`config.mk`:
```
export PLATFORM = sky130hd
export DESIGN_NAME = wdog_timer
export DESIGN_NICKNAME = d
export VERILOG_FILES = /design/src/rtl/wdog_pkg.sv /design/src/rtl/wdog_prescaler.sv /design/src/rtl/wdog_counter.sv /design/src/rtl/wdog_regs.sv /design/src/rtl/wdog_timer.sv
export SDC_FILE = /design/constraint.sdc
export NUM_CORES = 1
export LEC_CHECK = 0
export ABC_CLOCK_PERIOD_IN_PS = 2800
export BUFFER_PORTS_ARGS = -buffer_cell sky130_fd_sc_hd__buf_2
export CAP_MARGIN = 20
export CORE_MARGIN = 3
export CORE_UTILIZATION = 52
export CTS_CLUSTER_SIZE = 24
export DETAILED_ROUTE_END_ITERATION = 8
export PLACE_DENSITY = 0.75
export SYNTH_ARGS = -nofsm -noshare
export SYNTH_HDL_FRONTEND = slang
export SYNTH_HIERARCHICAL = 1
export SYNTH_SLANG_ARGS = --single-unit
```
`constraint.sdc`:
```
create_clock -name clk_i -period 2.8 [get_ports clk_i]
set_input_delay 0.84 -clock clk_i [delete_from_list [all_inputs] [get_ports clk_i]]
set_output_delay 0.84 -clock clk_i [all_outputs]
set_load 0.05 [all_outputs]
```
`src/rtl/wdog_pkg.sv`:
```
package wdog_pkg;
  localparam int unsigned REG_W       = 8;
  localparam int unsigned EN_BIT      = 7;
  localparam int unsigned CLR_BIT     = 6;
  localparam int unsigned FLAG_BIT    = 5;
  localparam int unsigned DIV_LSB     = 0;
  localparam int unsigned DIV_W_DEF   = 4;
  localparam int unsigned CNT_W_DEF   = 8;
  localparam logic [DIV_W_DEF-1:0] DIV_RST = 4'b0100;
endpackage

```
`src/rtl/wdog_prescaler.sv`:
```
module wdog_prescaler #(
  parameter int unsigned DIV_W = wdog_pkg::DIV_W_DEF,
  localparam int unsigned PRE_W = (1 << DIV_W) - 1
) (
  input  logic             clk_i,
  input  logic             rst_ni,
  input  logic             run_i,
  input  logic             clr_i,
  input  logic             tick_i,
  input  logic [DIV_W-1:0] div_i,
  output logic             step_o
);
  logic [PRE_W-1:0] pre_q;
  logic [PRE_W:0]   mask_full;
  logic [PRE_W-1:0] mask;

  // low div_i bits all ones -> pass this tick
  assign mask_full = ((PRE_W+1)'(1) << div_i) - (PRE_W+1)'(1);
  assign mask      = mask_full[PRE_W-1:0];
  assign step_o    = run_i & tick_i & ~clr_i & ((pre_q & mask) == mask);

  always_ff @(posedge clk_i or negedge rst_ni) begin
    if (!rst_ni)                pre_q <= '0;
    else if (!run_i || clr_i)   pre_q <= '0;
    else if (tick_i)            pre_q <= pre_q + PRE_W'(1);
  end

  AST_PRE_HELD_ZERO: assert property (@(posedge clk_i) disable iff (!rst_ni)
    (!run_i || clr_i) |=> (pre_q == '0));
endmodule

```
`src/rtl/wdog_counter.sv`:
```
module wdog_counter #(
  parameter int unsigned CNT_W = wdog_pkg::CNT_W_DEF
) (
  input  logic clk_i,
  input  logic rst_ni,
  input  logic run_i,
  input  logic clr_i,
  input  logic step_i,
  output logic ovf_o
);
  logic [CNT_W-1:0] cnt_q;

  assign ovf_o = run_i & step_i & ~clr_i & (&cnt_q);

  always_ff @(posedge clk_i or negedge rst_ni) begin
    if (!rst_ni)                          cnt_q <= '0;
    else if (!run_i || clr_i || ovf_o)    cnt_q <= '0;
    else if (step_i)                      cnt_q <= cnt_q + CNT_W'(1);
  end

  AST_CNT_HELD_ZERO: assert property (@(posedge clk_i) disable iff (!rst_ni)
    (!run_i || clr_i) |=> (cnt_q == '0));
endmodule

```
`src/rtl/wdog_regs.sv`:
```
module wdog_regs #(
  parameter int unsigned DIV_W = wdog_pkg::DIV_W_DEF,
  parameter logic [DIV_W-1:0] DIV_RST = wdog_pkg::DIV_RST
) (
  input  logic                       clk_i,
  input  logic                       rst_ni,
  input  logic                       we_i,
  input  logic [wdog_pkg::REG_W-1:0] wdata_i,
  input  logic                       ovf_i,
  output logic                       en_o,
  output logic                       clr_o,
  output logic [DIV_W-1:0]           div_o,
  output logic [wdog_pkg::REG_W-1:0] rdata_o
);
  import wdog_pkg::*;

  localparam logic [REG_W-1:0] USED_MASK =
    REG_W'((1 << EN_BIT) | (1 << CLR_BIT) | (((1 << DIV_W) - 1) << DIV_LSB));

  logic             en_q, flag_q;
  logic [DIV_W-1:0] div_q;
  logic             unused_wbits;

  assign unused_wbits = ^(wdata_i & ~USED_MASK);
  assign clr_o = we_i & wdata_i[CLR_BIT];
  assign en_o  = en_q;
  assign div_o = div_q;

  // timeout takes priority over a write in the same cycle
  always_ff @(posedge clk_i or negedge rst_ni) begin
    if (!rst_ni) begin
      en_q   <= 1'b0;
      div_q  <= DIV_RST;
      flag_q <= 1'b0;
    end else if (ovf_i) begin
      en_q   <= 1'b0;
      div_q  <= DIV_RST;
      flag_q <= 1'b1;
    end else if (we_i) begin
      en_q   <= wdata_i[EN_BIT];
      div_q  <= wdata_i[DIV_LSB +: DIV_W];
    end
  end

  always_comb begin
    rdata_o                    = '0;
    rdata_o[EN_BIT]            = en_q;
    rdata_o[FLAG_BIT]          = flag_q;
    rdata_o[DIV_LSB +: DIV_W]  = div_q;
  end

  AST_TIMEOUT_REGS: assert property (@(posedge clk_i) disable iff (!rst_ni)
    ovf_i |=> (!en_q && flag_q && div_q == DIV_RST));
  AST_FLAG_STICKY: assert property (@(posedge clk_i) disable iff (!rst_ni)
    flag_q |=> flag_q);
endmodule

```
`src/rtl/wdog_timer.sv`:
```
module wdog_timer #(
  parameter int unsigned CNT_W = wdog_pkg::CNT_W_DEF,
  parameter int unsigned DIV_W = wdog_pkg::DIV_W_DEF
) (
  input  logic       clk_i,
  input  logic       rst_ni,
  input  logic       tick_i,
  input  logic       fuse_off_i,
  input  logic       reg_we_i,
  input  logic [7:0] reg_wdata_i,
  output logic [7:0] reg_rdata_o,
  output logic       rst_req_o
);
  logic             en, clr, run, step, ovf;
  logic [DIV_W-1:0] div;
  logic             rst_req_q;

  assign run = en & ~fuse_off_i;

  wdog_regs #(.DIV_W(DIV_W), .DIV_RST(DIV_W'(wdog_pkg::DIV_RST))) u_regs (
    .clk_i, .rst_ni,
    .we_i(reg_we_i), .wdata_i(reg_wdata_i), .ovf_i(ovf),
    .en_o(en), .clr_o(clr), .div_o(div), .rdata_o(reg_rdata_o)
  );

  wdog_prescaler #(.DIV_W(DIV_W)) u_pre (
    .clk_i, .rst_ni, .run_i(run), .clr_i(clr), .tick_i, .div_i(div), .step_o(step)
  );

  wdog_counter #(.CNT_W(CNT_W)) u_cnt (
    .clk_i, .rst_ni, .run_i(run), .clr_i(clr), .step_i(step), .ovf_o(ovf)
  );

  always_ff @(posedge clk_i or negedge rst_ni) begin
    if (!rst_ni) rst_req_q <= 1'b0;
    else         rst_req_q <= ovf;
  end

  assign rst_req_o = rst_req_q;

  AST_REQ_ONE_CYCLE: assert property (@(posedge clk_i) disable iff (!rst_ni)
    rst_req_q |=> !rst_req_q);
  AST_FUSE_NO_REQ: assert property (@(posedge clk_i) disable iff (!rst_ni)
    $past(fuse_off_i) |-> !rst_req_q);
  AST_CLR_NO_REQ: assert property (@(posedge clk_i) disable iff (!rst_ni)
    clr |=> !rst_req_q);
endmodule

```
## Word-level counts from Yosys, hierarchy flattened

Index checks and enable logic that the tools add are counted.

| word-level totals | value |
|---|---|
| output and inout bits | 9 |
| register bits after elaboration | 30 |
| logic and storage cells | 37 |
| input bits | 13 |

| cells by class | value |
|---|---|
| bitwise operators | 11 |
| multiplexer cells | 8 |
| shift operators | 1 |
| add/sub/neg operators | 3 |
| eq/ne operators | 1 |
| reductions and logical operators | 7 |

Operators with widths:

| cell | number |
|---|---|
| $mux 15 | 2 |
| $mux 8 | 2 |
| $add 15x1->15 const B | 1 |
| $and 15x15->15 | 1 |
| $eq 15x15->1 | 1 |
| $shl 1x4->15 const A | 1 |
| $sub 15x2->15 const B | 1 |
| $add 8x1->8 const B | 1 |
| $and 1x1->1 | 8 |
| $mux 4 | 2 |
| $reduce_and 8->1 | 1 |
| $reduce_bool 2->1 | 3 |
| $logic_or 1x1->1 | 2 |
| $mux 1 | 2 |
| $not 1->1 | 2 |
| $logic_not 1->1 | 1 |

## Depth between registers and ports, before layout

| depth | value |
|---|---|
| depth in word-level cells | 10 |
| gate-level depth with buffers | 14 |
| mapped depth without buffers | 12 |

## Cells and area by module

The synthesis kept the hierarchy.

By module, submodules not included:

| module | area an instance (um^2) | instances | cells each | sequential area each (um^2) |
|---|---|---|---|---|
| wdog_prescaler | 1048.5 | 1 | 119 | 375.4 |
| wdog_counter | 425.4 | 1 | 42 | 200.2 |
| wdog_regs | 311.5 | 1 | 28 | 151.4 |
| wdog_timer | 38.8 | 1 | 2 | 25.0 |

## Worst setup path after synthesis

OpenSTA, ideal clock, no wires.

| timing | value |
|---|---|
| path type | input to register |
| start point | input reg_we_i |
| end point | register u_regs.div_q[0], in the netlist u_regs/div_o[0] |
| cell stages on the path | 12 |
| data required time | 2.668 ns |
| data arrival time | 2.656 ns |
| buffers on the path | 3 |
| setup slack | 0.012 ns |
| library setup time | 0.132 ns |
| cell sequence | buf_6 > and2_1 > nand2b_1 > clkbuf_1 > nor4_1 > o211ai_1 > nor4_2 > buf_6 > and3_2 > nand3_1 > nor2_1 > nor2_1 |

| between the ends | value |
|---|---|
| longest elaborated chain between the ends | 8 |
| elaborated cells between the ends (all ways) | 9 |
| classes of those cells | 1 x mux; 7 x bitwise; 1 x reduce/logical |

Ends and longest elaborated chain:

| item | RTL line | source |
|---|---|---|
| from (decl) | wdog_timer.sv:9 | `input logic reg_we_i,` |
| $and 1x1->1 (*) | wdog_regs.sv:25 | `assign clr_o = we_i & wdata_i[CLR_BIT];` |
| via clr | wdog_timer.sv:14 | `logic en, clr, run, step, ovf;` |
| $not 1->1 (*) | wdog_prescaler.sv:20 | `assign step_o = run_i & tick_i & ~clr_i & ((pre_q & mask) == mask);` |
| $and 1x1->1 (*) (2 in a row) | wdog_prescaler.sv:20 |  |
| via step | wdog_timer.sv:14 |  |
| $and 1x1->1 (*) (3 in a row) | wdog_counter.sv:13 | `assign ovf_o = run_i & step_i & ~clr_i & (&cnt_q);` |
| via ovf | wdog_timer.sv:14 |  |
| $mux 4 / $reduce_bool 2->1 (equally long branches) | n/a |  |
| to (signal assigned) | wdog_regs.sv:41 | `div_q <= wdata_i[DIV_LSB +: DIV_W];` |
| to (decl) | wdog_regs.sv:21 | `logic [DIV_W-1:0] div_q;` |

Mark *: on every way through the listed nets, which the timed path passes. The rest lies on a longest branch.
A chain may end at the register's enable or synchronous reset.

## Final worst setup path

| timing | value |
|---|---|
| start point | register u_regs.div_q[1], in the netlist u_regs/div_o[1] |
| end point | register u_regs.en_q, in the netlist u_regs/en_o |

| between the ends | value |
|---|---|
| longest elaborated chain between the ends | 9 |
| elaborated cells between the ends (all ways) | 10 |
| classes of those cells | 1 x add/sub; 1 x eq/ne; 1 x shift; 1 x mux; 5 x bitwise; 1 x reduce/logical |

Ends and longest elaborated chain:

| item | RTL line | source |
|---|---|---|
| $shl 1x4->15 (*) | wdog_prescaler.sv:18 | `assign mask_full = ((PRE_W+1)'(1) << div_i) - (PRE_W+1)'(1);` |
| $sub 15x2->15 (*) | wdog_prescaler.sv:18 |  |
| $and 15x15->15 | wdog_prescaler.sv:20 |  |
| $eq 15x15->1 (*) | wdog_prescaler.sv:20 |  |
| $and 1x1->1 (*) | wdog_prescaler.sv:20 |  |
| via step | wdog_timer.sv:14 |  |
| $and 1x1->1 (*) (3 in a row) | wdog_counter.sv:13 |  |
| via ovf | wdog_timer.sv:14 |  |
| $mux 1 / $reduce_bool 2->1 (equally long branches) | n/a |  |
| to (signal assigned) | wdog_regs.sv:40 | `en_q <= wdata_i[EN_BIT];` |
| to (decl) | wdog_regs.sv:20 | `logic en_q, flag_q;` |

Marked as above.

==> out/results.ini <==
[final_layout]
drive_gt1_frac = 0.278
synthToLayoutAreaGrowth_pct = 11.0
final_common_cell = dfrtp_1
layout_common_cells = 29 x dfrtp_1, 24 x nor2_1, 17 x buf_2
n_antenna_cell = 0
instances_no_fill = 253
fillers = 266
utilization = 0.632
fin_nets = 224

[worst_setup_path]
reg2reg_from = u_regs/div_o[1]$_DFFE_PN0P_
critPathLaunch = u_regs/div_o[1]$_DFFE_PN0P_
end_kind = flip-flop
endpoint = u_regs/en_o$_DFFE_PN0P_
worstSetupStartpointType = flip-flop
rr_endpoint = u_regs/en_o$_DFFE_PN0P_
critPathKind = flip-flop to flip-flop
required_ps = 3010
cp.arrival_ps = 3020
r2r_slack_ps = -10
reg2regPathDepth = 12
crit_fanout = 7

[sta]
period_minus_slack_ps = 2810
setup_tns_ps = -34.5
timing.final.ws_setup_ps = -11.5
finalHoldViolCount = 0
hold_ws_ps = 473
fin_skew_ps = 5.98
slew-limit-headroom = 0.555
final-setup-viol-count = 5
slew_violations = 0
tightestPinTransition_ps = 668
max_freq_mhz = 356
rsz0062_at_grt = yes
min_period_over_period = 1.00

[die]
die_w_um = 65.2
std_cell_rows = 20
core_sq_mm = 0.00320
dieArea_sq_mm = 0.00425
die_h_um = 65.2
start_util = 0.570
pin_count = 22

[status]
violations = setup timing
status = finished, violations left

[detailed_routing]
antenna_left = 0
drc = 0
drtIter0Drc = 127
routed_wl_um = 3550
routed_via_density = 5.57
wl_per_cell_um = 14.0
first_pass_iters = 4
vias = 1409

[clock_network]
insertion_delay_ps = 320
clk_pin_slew_ps = 90
numCtsBuffers = 5
clock-sinks = 30
cts-hold-fix-buffers = 0
cts_tree = done
cts.path.max_buffers = 2
cts-root-buf = clkbuf_4
htreeDepth = 2

[placed_design]
dp_hpwl_um = 2580
place_worst_setup_slack_ps = -85.3
gp_congestion = 0.897
dp.cells = 243
io_buffers = 17

[min_path]
hold_class = flip-flop to flip-flop
worstHoldPathCells = 1

[logic_synthesis]
ys.flop_type = dfrtp_1
syn_avg_cell_area_sq_um = 9.55
synth_edf_count = 0
async_flop_share = 1.00
synth_seq_cells = 30
yosysWarnings = 6
syn_inst = 191
seq_area_frac_synth = 0.412
syn_area_sq_mm = 0.00182
ys_types = 47

[global_routing]
grt_max_degree = 31
grt_antenna_before_repair = 0
grt_first_pass_wirelength_um = 6340
grt_pass1_vias = 1429
grt_overflow = 0
grt.total_usage = 0.191

[job]
maxCapViolations = 0

[power]
p_clk_frac = 0.295
intPower_uw = 625
power_switching_uw = 260
ir_drop_uv = 230
p_leak_nw = 0.885
powerDensity_mw_per_mm2 = 437
pwr-share-seq = 0.509
comb_power_share = 0.195
p_sw_frac = 0.293

## per-layer routing
| metal | global-route usage | part of all wire | up-vias |
|---|---|---|---|
| met1 | 0.239 | 0.46 | 690 |
| li1 | - | - | 679 |
| met5 | 0 | 0 | - |
| met3 | 0.0410 | 0.041 | 2 |
| met4 | 0.0699 | 0.0053 | 0 |
| met2 | 0.321 | 0.49 | 38 |
## state kept, by name, summed over array words and instances (netlist names)
| register | count |
|---|---|
| rst_req_o | 1 |
| u_cnt/cnt_q | 8 |
| u_pre/pre_q | 15 |
| u_regs/div_o | 4 |
| u_regs/en_o | 1 |
| u_regs/flag_q | 1 |
## worst min path at each step
stage	slack, ps	endpoint	startpoint
after floorplan	430	u_regs/flag_q$_DFFE_PN0P_	u_regs/flag_q$_DFFE_PN0P_
after CTS	470	u_regs/flag_q$_DFFE_PN0P_	u_regs/flag_q$_DFFE_PN0P_
after global placement	440	u_regs/flag_q$_DFFE_PN0P_	u_regs/flag_q$_DFFE_PN0P_
final	470	u_regs/flag_q$_DFFE_PN0P_	u_regs/flag_q$_DFFE_PN0P_
after detailed placement	450	u_regs/flag_q$_DFFE_PN0P_	u_regs/flag_q$_DFFE_PN0P_
after global routing	490	u_regs/flag_q$_DFFE_PN0P_	u_regs/flag_q$_DFFE_PN0P_
## critical path, stage by stage (launching register included)
cell and delay, ps:
dfrtp_1 420, nor3_4 240, nand2b_1 140, ha_4 290, o21ai_2 50, nor4_2 290
o211ai_1 180, nor4_4 400, and3_4 280, nand3_2 80, nor2_2 140, buf_6 140
nor2_2 50
## stage by stage
step | total power, mW | area (sq um)
6_report | 0.884 | 2030
3_3_place_gp | 0.612 | 1880
5_1_grt | 0.940 | 2030
4_1_cts | 0.886 | 1960
3_5_place_dp | 0.617 | 1880
2_1_floorplan | 0.590 | 1830
## power groups by stage
stage	logic [mW]	registers (mW)	clock network, mW
finish	0.173	0.450	0.261
global route	0.188	0.451	0.300
CTS	0.162	0.450	0.274
detailed placement	0.160	0.457	0
global placement	0.155	0.456	0
floorplan	0.131	0.459	0
## cell families after synthesis
family | share of synthesized area
AO/OA/AOI/OAI | 0.0974
XOR/XNOR | 0.0912
adder cells (fa/ha/maj) | 0.0206
buffers and inverters | 0.0940
flip-flops | 0.412
multiplexers | 0.0329
other | 0.00206
AND/OR/NAND/NOR | 0.250
## synth_stat cells (all sizes together), types with 4 or more instances
| cell type | instances | share of area |
|---|---|---|
| nor3 | 4 | 0.016 |
| nand3 | 7 | 0.019 |
| xor2 | 11 | 0.053 |
| inv | 5 | 0.010 |
| mux2i | 6 | 0.033 |
| nand2 | 10 | 0.021 |
| nand4 | 8 | 0.027 |
| xnor2 | 8 | 0.038 |
| o21ai | 4 | 0.011 |
| buf | 17 | 0.080 |
| nor2b | 4 | 0.019 |
| dfrtp | 29 | 0.40 |
| a21oi | 6 | 0.016 |
| nor2 | 32 | 0.075 |
## timing repair
| action | in CTS | in global routing |
|---|---|---|
| gates resized for setup | 2 | 16 |
| endpoints found under the setup margin | 10 | 15 |
| buffers inserted | 0 | 2 |
| pin swaps | 0 | 14 |
## final cells by class
| type | count | area (sq um) | area share |
|---|---|---|---|
| Tap cell | 44 | 55.1 | 0.0272 |
| Clock inverter | 1 | 5.00 | 0.00247 |
| Inverter | 5 | 18.8 | 0.00926 |
| Clock buffer | 7 | 55.1 | 0.0272 |
| Multi-Input combinational cell | 138 | 968 | 0.478 |
| Sequential cell | 30 | 752 | 0.371 |
| Timing Repair Buffer | 28 | 171 | 0.0846 |
Note: power is estimated with default switching activity, not from simulation.
